==> src/rtl/disp_ctl_pkg.sv <==
// Shared opcode encoding and mode-register layout for the display control block.
// Assumes the opcode always sits in the top byte of a 32-bit control word.
package disp_ctl_pkg;

    typedef enum logic [7:0] {
        OP_SOFT_RESET = 8'h00,
        OP_CMDBUF_CLR = 8'h01,
        OP_IRQ_ACK    = 8'h02,
        OP_DISP_EN    = 8'h03,
        OP_DMA_DIR    = 8'h04,
        OP_VRAM_BASE  = 8'h05,
        OP_HRANGE     = 8'h06,
        OP_VRANGE     = 8'h07,
        OP_MODE       = 8'h08
    } ctl_op_e;

    typedef struct packed {
        logic [1:0] hres_lo;
        logic       hres_hi;
        logic       vres;
        logic       std_sel;
        logic       depth24;
        logic       interlace;
    } mode_t;

    localparam mode_t MODE_DEFAULT = '{hres_lo: 2'b00, hres_hi: 1'b0, vres: 1'b0,
                                       std_sel: 1'b0, depth24: 1'b0, interlace: 1'b1};

endpackage

==> src/rtl/disp_ctl_decode.sv <==
// Opcode decoder: turns a qualified control write into one strobe per operation.
// Assumes the caller supplies the opcode byte and the unsupported-mode bit (data bit 7).
module disp_ctl_decode
    import disp_ctl_pkg::*;
(
    input  logic       wr_en,
    input  logic [7:0] opcode,
    input  logic       mode_bad_bit,
    output logic       s_soft_rst,
    output logic       s_cmdbuf,
    output logic       s_irq_ack,
    output logic       s_disp_en,
    output logic       s_dma,
    output logic       s_vram,
    output logic       s_hrange,
    output logic       s_vrange,
    output logic       s_mode_ok,
    output logic       s_mode_bad
);

    // Decode the opcode into independent strobes; unknown opcodes raise nothing.
    always_comb begin
        s_soft_rst = 1'b0;
        s_cmdbuf   = 1'b0;
        s_irq_ack  = 1'b0;
        s_disp_en  = 1'b0;
        s_dma      = 1'b0;
        s_vram     = 1'b0;
        s_hrange   = 1'b0;
        s_vrange   = 1'b0;
        s_mode_ok  = 1'b0;
        s_mode_bad = 1'b0;
        if (wr_en) begin
            case (opcode)
                OP_SOFT_RESET: s_soft_rst = 1'b1;
                OP_CMDBUF_CLR: s_cmdbuf   = 1'b1;
                OP_IRQ_ACK:    s_irq_ack  = 1'b1;
                OP_DISP_EN:    s_disp_en  = 1'b1;
                OP_DMA_DIR:    s_dma      = 1'b1;
                OP_VRAM_BASE:  s_vram     = 1'b1;
                OP_HRANGE:     s_hrange   = 1'b1;
                OP_VRANGE:     s_vrange   = 1'b1;
                OP_MODE: begin
                    s_mode_ok  = !mode_bad_bit;
                    s_mode_bad = mode_bad_bit;
                end
                default: ;
            endcase
        end
    end

endmodule

==> src/rtl/disp_ctl_mode_reg.sv <==
// Display mode register plus the sticky unsupported-mode error flag.
// Assumes the strobes are mutually exclusive; a soft reset restores the defaults.
module disp_ctl_mode_reg
    import disp_ctl_pkg::*;
(
    input  logic       clk,
    input  logic       rst_n,
    input  logic       soft_rst,
    input  logic       mode_ok,
    input  logic       mode_bad,
    input  logic [6:0] mode_data,
    output mode_t      mode_q,
    output logic       err_q
);

    mode_t mode_d;

    // Map the write's argument bits onto the mode fields.
    always_comb begin
        mode_d.hres_lo   = mode_data[1:0];
        mode_d.vres      = mode_data[2];
        mode_d.std_sel   = mode_data[3];
        mode_d.depth24   = mode_data[4];
        mode_d.interlace = mode_data[5];
        mode_d.hres_hi   = mode_data[6];
    end

    // Hold the mode; load on a valid mode write, flag and drop an unsupported one.
    always_ff @(posedge clk) begin
        if (!rst_n || soft_rst) begin
            mode_q <= MODE_DEFAULT;
            err_q  <= 1'b0;
        end else begin
            if (mode_ok)  mode_q <= mode_d;
            if (mode_bad) err_q  <= 1'b1;
        end
    end

    p_bad_mode_dropped_r10: assert property (@(posedge clk) disable iff (!rst_n)
        mode_bad |=> ($stable(mode_q) && err_q));

    p_err_sticky_r10: assert property (@(posedge clk) disable iff (!rst_n)
        (err_q && !soft_rst) |=> err_q);

    p_soft_reset_mode_r2: assert property (@(posedge clk) disable iff (!rst_n)
        soft_rst |=> (mode_q == MODE_DEFAULT && !err_q));

endmodule

==> src/rtl/disp_ctl_cfg_regs.sv <==
// Display configuration registers: blanking, interrupt flag, transfer direction,
// framebuffer origin and the two display windows.
// Assumes 2*H_W, 2*V_W and VX_W+VY_W each fit in the 24 argument bits.
module disp_ctl_cfg_regs #(
    parameter int H_W  = 12,
    parameter int V_W  = 10,
    parameter int VX_W = 10,
    parameter int VY_W = 9
) (
    input  logic            clk,
    input  logic            rst_n,
    input  logic            soft_rst,
    input  logic            s_irq_ack,
    input  logic            s_disp_en,
    input  logic            s_dma,
    input  logic            s_vram,
    input  logic            s_hrange,
    input  logic            s_vrange,
    input  logic            irq_raise,
    input  logic [23:0]     arg,
    output logic            disp_off_q,
    output logic            irq_q,
    output logic [1:0]      dma_dir_q,
    output logic [VX_W-1:0] vx_q,
    output logic [VY_W-1:0] vy_q,
    output logic [H_W-1:0]  hs_q,
    output logic [H_W-1:0]  he_q,
    output logic [V_W-1:0]  vs_q,
    output logic [V_W-1:0]  ve_q
);

    // Soft reset beats everything; a raise beats an acknowledge in the same cycle.
    always_ff @(posedge clk) begin
        if (!rst_n || soft_rst) begin
            disp_off_q <= 1'b1;
            irq_q      <= 1'b0;
            dma_dir_q  <= '0;
            vx_q       <= '0;
            vy_q       <= '0;
            hs_q       <= '0;
            he_q       <= '0;
            vs_q       <= '0;
            ve_q       <= '0;
        end else begin
            if (irq_raise)      irq_q <= 1'b1;
            else if (s_irq_ack) irq_q <= 1'b0;
            if (s_disp_en) disp_off_q <= arg[0];
            if (s_dma)     dma_dir_q  <= arg[1:0];
            if (s_vram) begin
                vx_q <= arg[VX_W-1:0];
                vy_q <= arg[VX_W +: VY_W];
            end
            if (s_hrange) begin
                hs_q <= arg[H_W-1:0];
                he_q <= arg[H_W +: H_W];
            end
            if (s_vrange) begin
                vs_q <= arg[V_W-1:0];
                ve_q <= arg[V_W +: V_W];
            end
        end
    end

    p_irq_raise_wins_r4: assert property (@(posedge clk) disable iff (!rst_n)
        (irq_raise && !soft_rst) |=> irq_q);

    p_irq_ack_clears_r4: assert property (@(posedge clk) disable iff (!rst_n)
        (s_irq_ack && !irq_raise) |=> !irq_q);

    p_soft_reset_cfg_r2: assert property (@(posedge clk) disable iff (!rst_n)
        soft_rst |=> (disp_off_q && !irq_q && dma_dir_q == 2'b00 && hs_q == '0 && ve_q == '0));

endmodule

==> src/rtl/disp_ctl_status_pack.sv <==
// Combinational assembly of the 32-bit status word from the register state.
// Assumes a fixed bit layout that software decodes; unused bits read zero.
module disp_ctl_status_pack
    import disp_ctl_pkg::*;
(
    input  logic        tex_disable,
    input  mode_t       mode,
    input  logic        err,
    input  logic        disp_off,
    input  logic        irq,
    input  logic [1:0]  dma_dir,
    output logic [31:0] status
);

    // Place each field at its fixed position.
    always_comb begin
        status        = '0;
        status[15]    = tex_disable;
        status[16]    = mode.hres_hi;
        status[18:17] = mode.hres_lo;
        status[19]    = mode.vres;
        status[20]    = mode.std_sel;
        status[21]    = mode.depth24;
        status[22]    = mode.interlace;
        status[23]    = disp_off;
        status[24]    = irq;
        status[30:29] = dma_dir;
        status[31]    = err;
    end

endmodule

==> src/rtl/disp_ctl_regs.sv <==
// Top of the display control block: decodes control writes, holds the display
// configuration, packs the status word and issues the command-buffer clear pulse.
// Assumes one control write per cycle at most.
module disp_ctl_regs
    import disp_ctl_pkg::*;
#(
    parameter int H_W  = 12,
    parameter int V_W  = 10,
    parameter int VX_W = 10,
    parameter int VY_W = 9
) (
    input  logic            clk,
    input  logic            rst_n,
    input  logic            ctl_wr_en,
    input  logic [31:0]     ctl_wr_data,
    input  logic            irq_raise,
    input  logic            tex_disable,
    output logic [31:0]     status_word,
    output logic            cmdbuf_reset_pulse,
    output logic [VX_W-1:0] vram_base_x,
    output logic [VY_W-1:0] vram_base_y,
    output logic [H_W-1:0]  h_start,
    output logic [H_W-1:0]  h_end,
    output logic [V_W-1:0]  v_start,
    output logic [V_W-1:0]  v_end
);

    logic  s_soft_rst, s_cmdbuf, s_irq_ack, s_disp_en, s_dma;
    logic  s_vram, s_hrange, s_vrange, s_mode_ok, s_mode_bad;
    mode_t mode_q;
    logic  err_q, disp_off_q, irq_q;
    logic [1:0] dma_dir_q;

    disp_ctl_decode u_decode (
        .wr_en       (ctl_wr_en),
        .opcode      (ctl_wr_data[31:24]),
        .mode_bad_bit(ctl_wr_data[7]),
        .s_soft_rst  (s_soft_rst),
        .s_cmdbuf    (s_cmdbuf),
        .s_irq_ack   (s_irq_ack),
        .s_disp_en   (s_disp_en),
        .s_dma       (s_dma),
        .s_vram      (s_vram),
        .s_hrange    (s_hrange),
        .s_vrange    (s_vrange),
        .s_mode_ok   (s_mode_ok),
        .s_mode_bad  (s_mode_bad)
    );

    disp_ctl_mode_reg u_mode (
        .clk      (clk),
        .rst_n    (rst_n),
        .soft_rst (s_soft_rst),
        .mode_ok  (s_mode_ok),
        .mode_bad (s_mode_bad),
        .mode_data(ctl_wr_data[6:0]),
        .mode_q   (mode_q),
        .err_q    (err_q)
    );

    disp_ctl_cfg_regs #(.H_W(H_W), .V_W(V_W), .VX_W(VX_W), .VY_W(VY_W)) u_cfg (
        .clk       (clk),
        .rst_n     (rst_n),
        .soft_rst  (s_soft_rst),
        .s_irq_ack (s_irq_ack),
        .s_disp_en (s_disp_en),
        .s_dma     (s_dma),
        .s_vram    (s_vram),
        .s_hrange  (s_hrange),
        .s_vrange  (s_vrange),
        .irq_raise (irq_raise),
        .arg       (ctl_wr_data[23:0]),
        .disp_off_q(disp_off_q),
        .irq_q     (irq_q),
        .dma_dir_q (dma_dir_q),
        .vx_q      (vram_base_x),
        .vy_q      (vram_base_y),
        .hs_q      (h_start),
        .he_q      (h_end),
        .vs_q      (v_start),
        .ve_q      (v_end)
    );

    disp_ctl_status_pack u_status (
        .tex_disable(tex_disable),
        .mode       (mode_q),
        .err        (err_q),
        .disp_off   (disp_off_q),
        .irq        (irq_q),
        .dma_dir    (dma_dir_q),
        .status     (status_word)
    );

    // Register the command-buffer clear strobe into a single-cycle pulse.
    always_ff @(posedge clk) begin
        if (!rst_n) cmdbuf_reset_pulse <= 1'b0;
        else        cmdbuf_reset_pulse <= s_cmdbuf;
    end

    p_pulse_source_r3: assert property (@(posedge clk) disable iff (!rst_n)
        cmdbuf_reset_pulse |-> $past(ctl_wr_en && ctl_wr_data[31:24] == 8'h01));

    p_unknown_hold_r11: assert property (@(posedge clk) disable iff (!rst_n)
        (ctl_wr_en && ctl_wr_data[31:24] > 8'h08)
        |=> $stable({vram_base_x, vram_base_y, h_start, h_end, v_start, v_end, status_word[23:16]}));

endmodule

==> config.mk <==
export PLATFORM = sky130hd
export DESIGN_NAME = disp_ctl_regs
export DESIGN_NICKNAME = d
export VERILOG_FILES = /design/src/rtl/disp_ctl_pkg.sv /design/src/rtl/disp_ctl_decode.sv /design/src/rtl/disp_ctl_mode_reg.sv /design/src/rtl/disp_ctl_cfg_regs.sv /design/src/rtl/disp_ctl_status_pack.sv /design/src/rtl/disp_ctl_regs.sv
export SDC_FILE = /design/constraint.sdc
export NUM_CORES = 1
export LEC_CHECK = 0
export BUFFER_PORTS_ARGS = -buffer_cell sky130_fd_sc_hd__buf_2
export CORE_ASPECT_RATIO = 1.25
export CORE_MARGIN = 5
export CORE_UTILIZATION = 47
export DETAILED_ROUTE_END_ITERATION = 7
export PLACE_DENSITY = 0.79
export SETUP_SLACK_MARGIN = 0.2
export SKIP_CTS_REPAIR_TIMING = 1
export SYNTH_ARGS = -nofsm -noshare
export SYNTH_HDL_FRONTEND = slang
export SYNTH_HIERARCHICAL = 1
export SYNTH_SLANG_ARGS = --single-unit
==> constraint.sdc <==
create_clock -name clk -period 1.8 [get_ports clk]
set_clock_uncertainty 0.05 [all_clocks]
set_input_delay 0.09 -clock clk [delete_from_list [all_inputs] [get_ports clk]]
set_output_delay 0.09 -clock clk [all_outputs]
set_load 0.01 [all_outputs]
==> metrics.cfg <==
[outcome]
status = complete, but fails checks
violations = hold timing

[timing]
fmax_mhz = 717
finalCriticalPeriod_ps = 1390
period_share = 0.774
finalHoldViolCount = 11
worst_slack_ps = 406
slew_violations = 0
fin_setup_tns_ps = 0
rsz0062_at_grt = no
setup_viol = 0
fin_hold_ws_ps = -18.0

[critical_path]
crit_arrival_ps = 1560
r2r-end = u_cfg/disp_off_q
rr_worst_depth = 2
r2r_start = u_cfg/disp_off_q
crit_type = in2reg
path_max_fanout = 9
r2r_slack_ps = 960
cp-start-kind = input port
end_kind = flop
critPathRequiredTime_ps = 1970

[logic_synthesis]
synth_ff_type = dfxtp_1
synth_edf_count = 0
seq_area_frac_synth = 0.490
async_flop_share = 0
avgSynthCellArea_um2 = 10.4
synth.distinct_cells = 25
synth_seq_cells = 76
syn_inst = 300
netlist_area_mm2 = 0.00311
synth_warnings = 6

[clocking]
cts_buffers = 9
cts_root_buf = clkbuf_8
clk_pin_slew_ps = 70
cts_tree = yes
clk-insertion-delay-late_ps = 320
htree_num_levels = 3
cts_buffer_depth = 2
clkSinkCount = 76

[hold_path]
hp-start = ctl_wr_data[12]
min_path_cells = 3
min_path_type = in2reg
min_to = u_cfg/he_q[0]

[drt]
detail-route-antenna-nets = 0
drt-initial-drc-count = 84
avgViaCountPerCell = 4.64
routed_wl_um = 7030
firstDrtPassIters = 4
routedWlPerCell_um = 13.9
drc_errors = 0
num_vias = 2347

[placement]
port_buffers = 111
hpwl_um = 5170
dpl_worst_slack_ps = 89.2
globalplace.congestion = 0.774

[power]
switchingPower_uw = 688
intPower_mw = 2.71
power_leakage_nw = 1.73
power.density_mw_per_mm2 = 862
swShare = 0.203
seqPwrFrac = 0.496
power_mw = 3.40
combPwrFrac = 0.052
peakVddDrop_uv = 639
clock_power_share = 0.452

[layout]
area_growth_pct = 26.9
nets = 452
n_antenna_cell = 0
final_util = 0.608
nFillCells = 593
drive_gt1_frac = 0.339
mostFrequentLayoutCells = buf_2, dfxtp_1, nor2_1, mux2i_1, conb_1
mostFrequentLayoutCell = buf_2

[die]
initial_core_util = 0.479
io_pins = 133
dieHeight_um = 101
die-width_um = 82.7
dieArea_mm2 = 0.00835
row_count = 33
core_mm2 = 0.00648

[global_route]
grt_max_degree = 36
grtUsageTotal = 0.160
grt_pass1_wl_um = 10300
antenna_found_initial = 0
grt_pass1_vias = 2157
gr-total-overflow = 0

[run]
cap_violations = 0

layout make-up:
| cell class | instances | area, um^2 | area share |
|---|---|---|---|
| clock buffer | 11 | 141 | 0.0359 |
| multi-input combinational | 190 | 1270 | 0.321 |
| sequential | 76 | 1520 | 0.386 |
| inverter | 3 | 11.3 | 0.00286 |
| clock inverter | 4 | 97.6 | 0.0247 |
| timing repair buffer | 135 | 796 | 0.202 |
| tap | 87 | 109 | 0.0276 |
cell usage after synthesis (2+ instances only):
cell type	count	area share
dfxtp_1	76	0.49
nor2_1	73	0.088
mux2i_1	71	0.23
buf_4	35	0.085
nor4_1	6	0.012
buf_2	5	0.0081
buf_6	5	0.018
nand2b_1	4	0.0081
nor3_1	4	0.0064
inv_1	3	0.0036
a211o_1	2	0.0056
buf_8	2	0.0097
nor2b_1	2	0.0040
state kept, by name, summed over array words and instances (netlist names), 2 cells and up:
| name | count |
|---|---|
| u_cfg/vy_q | 9 |
| u_cfg/he_q | 12 |
| u_cfg/ve_q | 10 |
| u_cfg/hs_q | 12 |
| u_cfg/vx_q | 10 |
| u_mode/mode_q | 7 |
| u_cfg/dma_dir_q | 2 |
| u_cfg/vs_q | 10 |
worst max-delay path, stage by stage:
cell,delay (ps)
buf_2,100
or3_1,460
nor4_2,340
buf_4,280
mux2i_1,230
nor2_1,50
power groups by stage:
stage                     logic, mW  clock network, mW  registers (mW)
final                         0.175               1.54            1.69
after global routing          0.192               1.64            1.69
after CTS                     0.150               1.57            1.69
after floorplan               0.108                  0            1.73
after detailed placement      0.150                  0            1.72
after global placement        0.148                  0            1.72
cells by family (layout without fill, tap and decap cells):
group,count (synthesis),in the layout,share of synthesized area
multiplexers,71,71,0.229
AO/OA/AOI/OAI,3,3,0.00725
AND/OR/NAND/NOR,97,97,0.141
buffers and inverters,52,153,0.132
other,1,19,0.00121
flip-flops,76,76,0.490
through the flow:
step / cell area, um^2 / std cells
4_1_cts: 3800 / 492
6_report: 3940 / 506
3_3_place_gp: 3560 / 477
2_1_floorplan: 3170 / 318
5_1_grt: 3940 / 506
3_5_place_dp: 3560 / 477
worst max-delay path by stage:
stage,from,slack [ps],cells after the start,to
CTS,ctl_wr_data[29],430,6,u_cfg/vx_q[2]
global placement,ctl_wr_data[29],90,6,u_cfg/vx_q[4]
detailed placement,ctl_wr_data[29],90,6,u_cfg/vx_q[2]
finish,ctl_wr_data[29],410,6,u_cfg/vy_q[8]
floorplan,ctl_wr_data[29],250,6,u_cfg/vx_q[0]
global route,ctl_wr_data[29],320,6,u_cfg/vy_q[5]
per-layer routing:
metal,routed length (um),up-vias,part of all wire,global-route usage
met4,144,0,0.020,0.0730
met5,0,-,0,0
li1,-,1167,-,-
met2,3650,74,0.52,0.273
met3,432,10,0.061,0.0358
met1,2800,1096,0.40,0.188
Note: power is estimated with default switching activity, not from simulation.
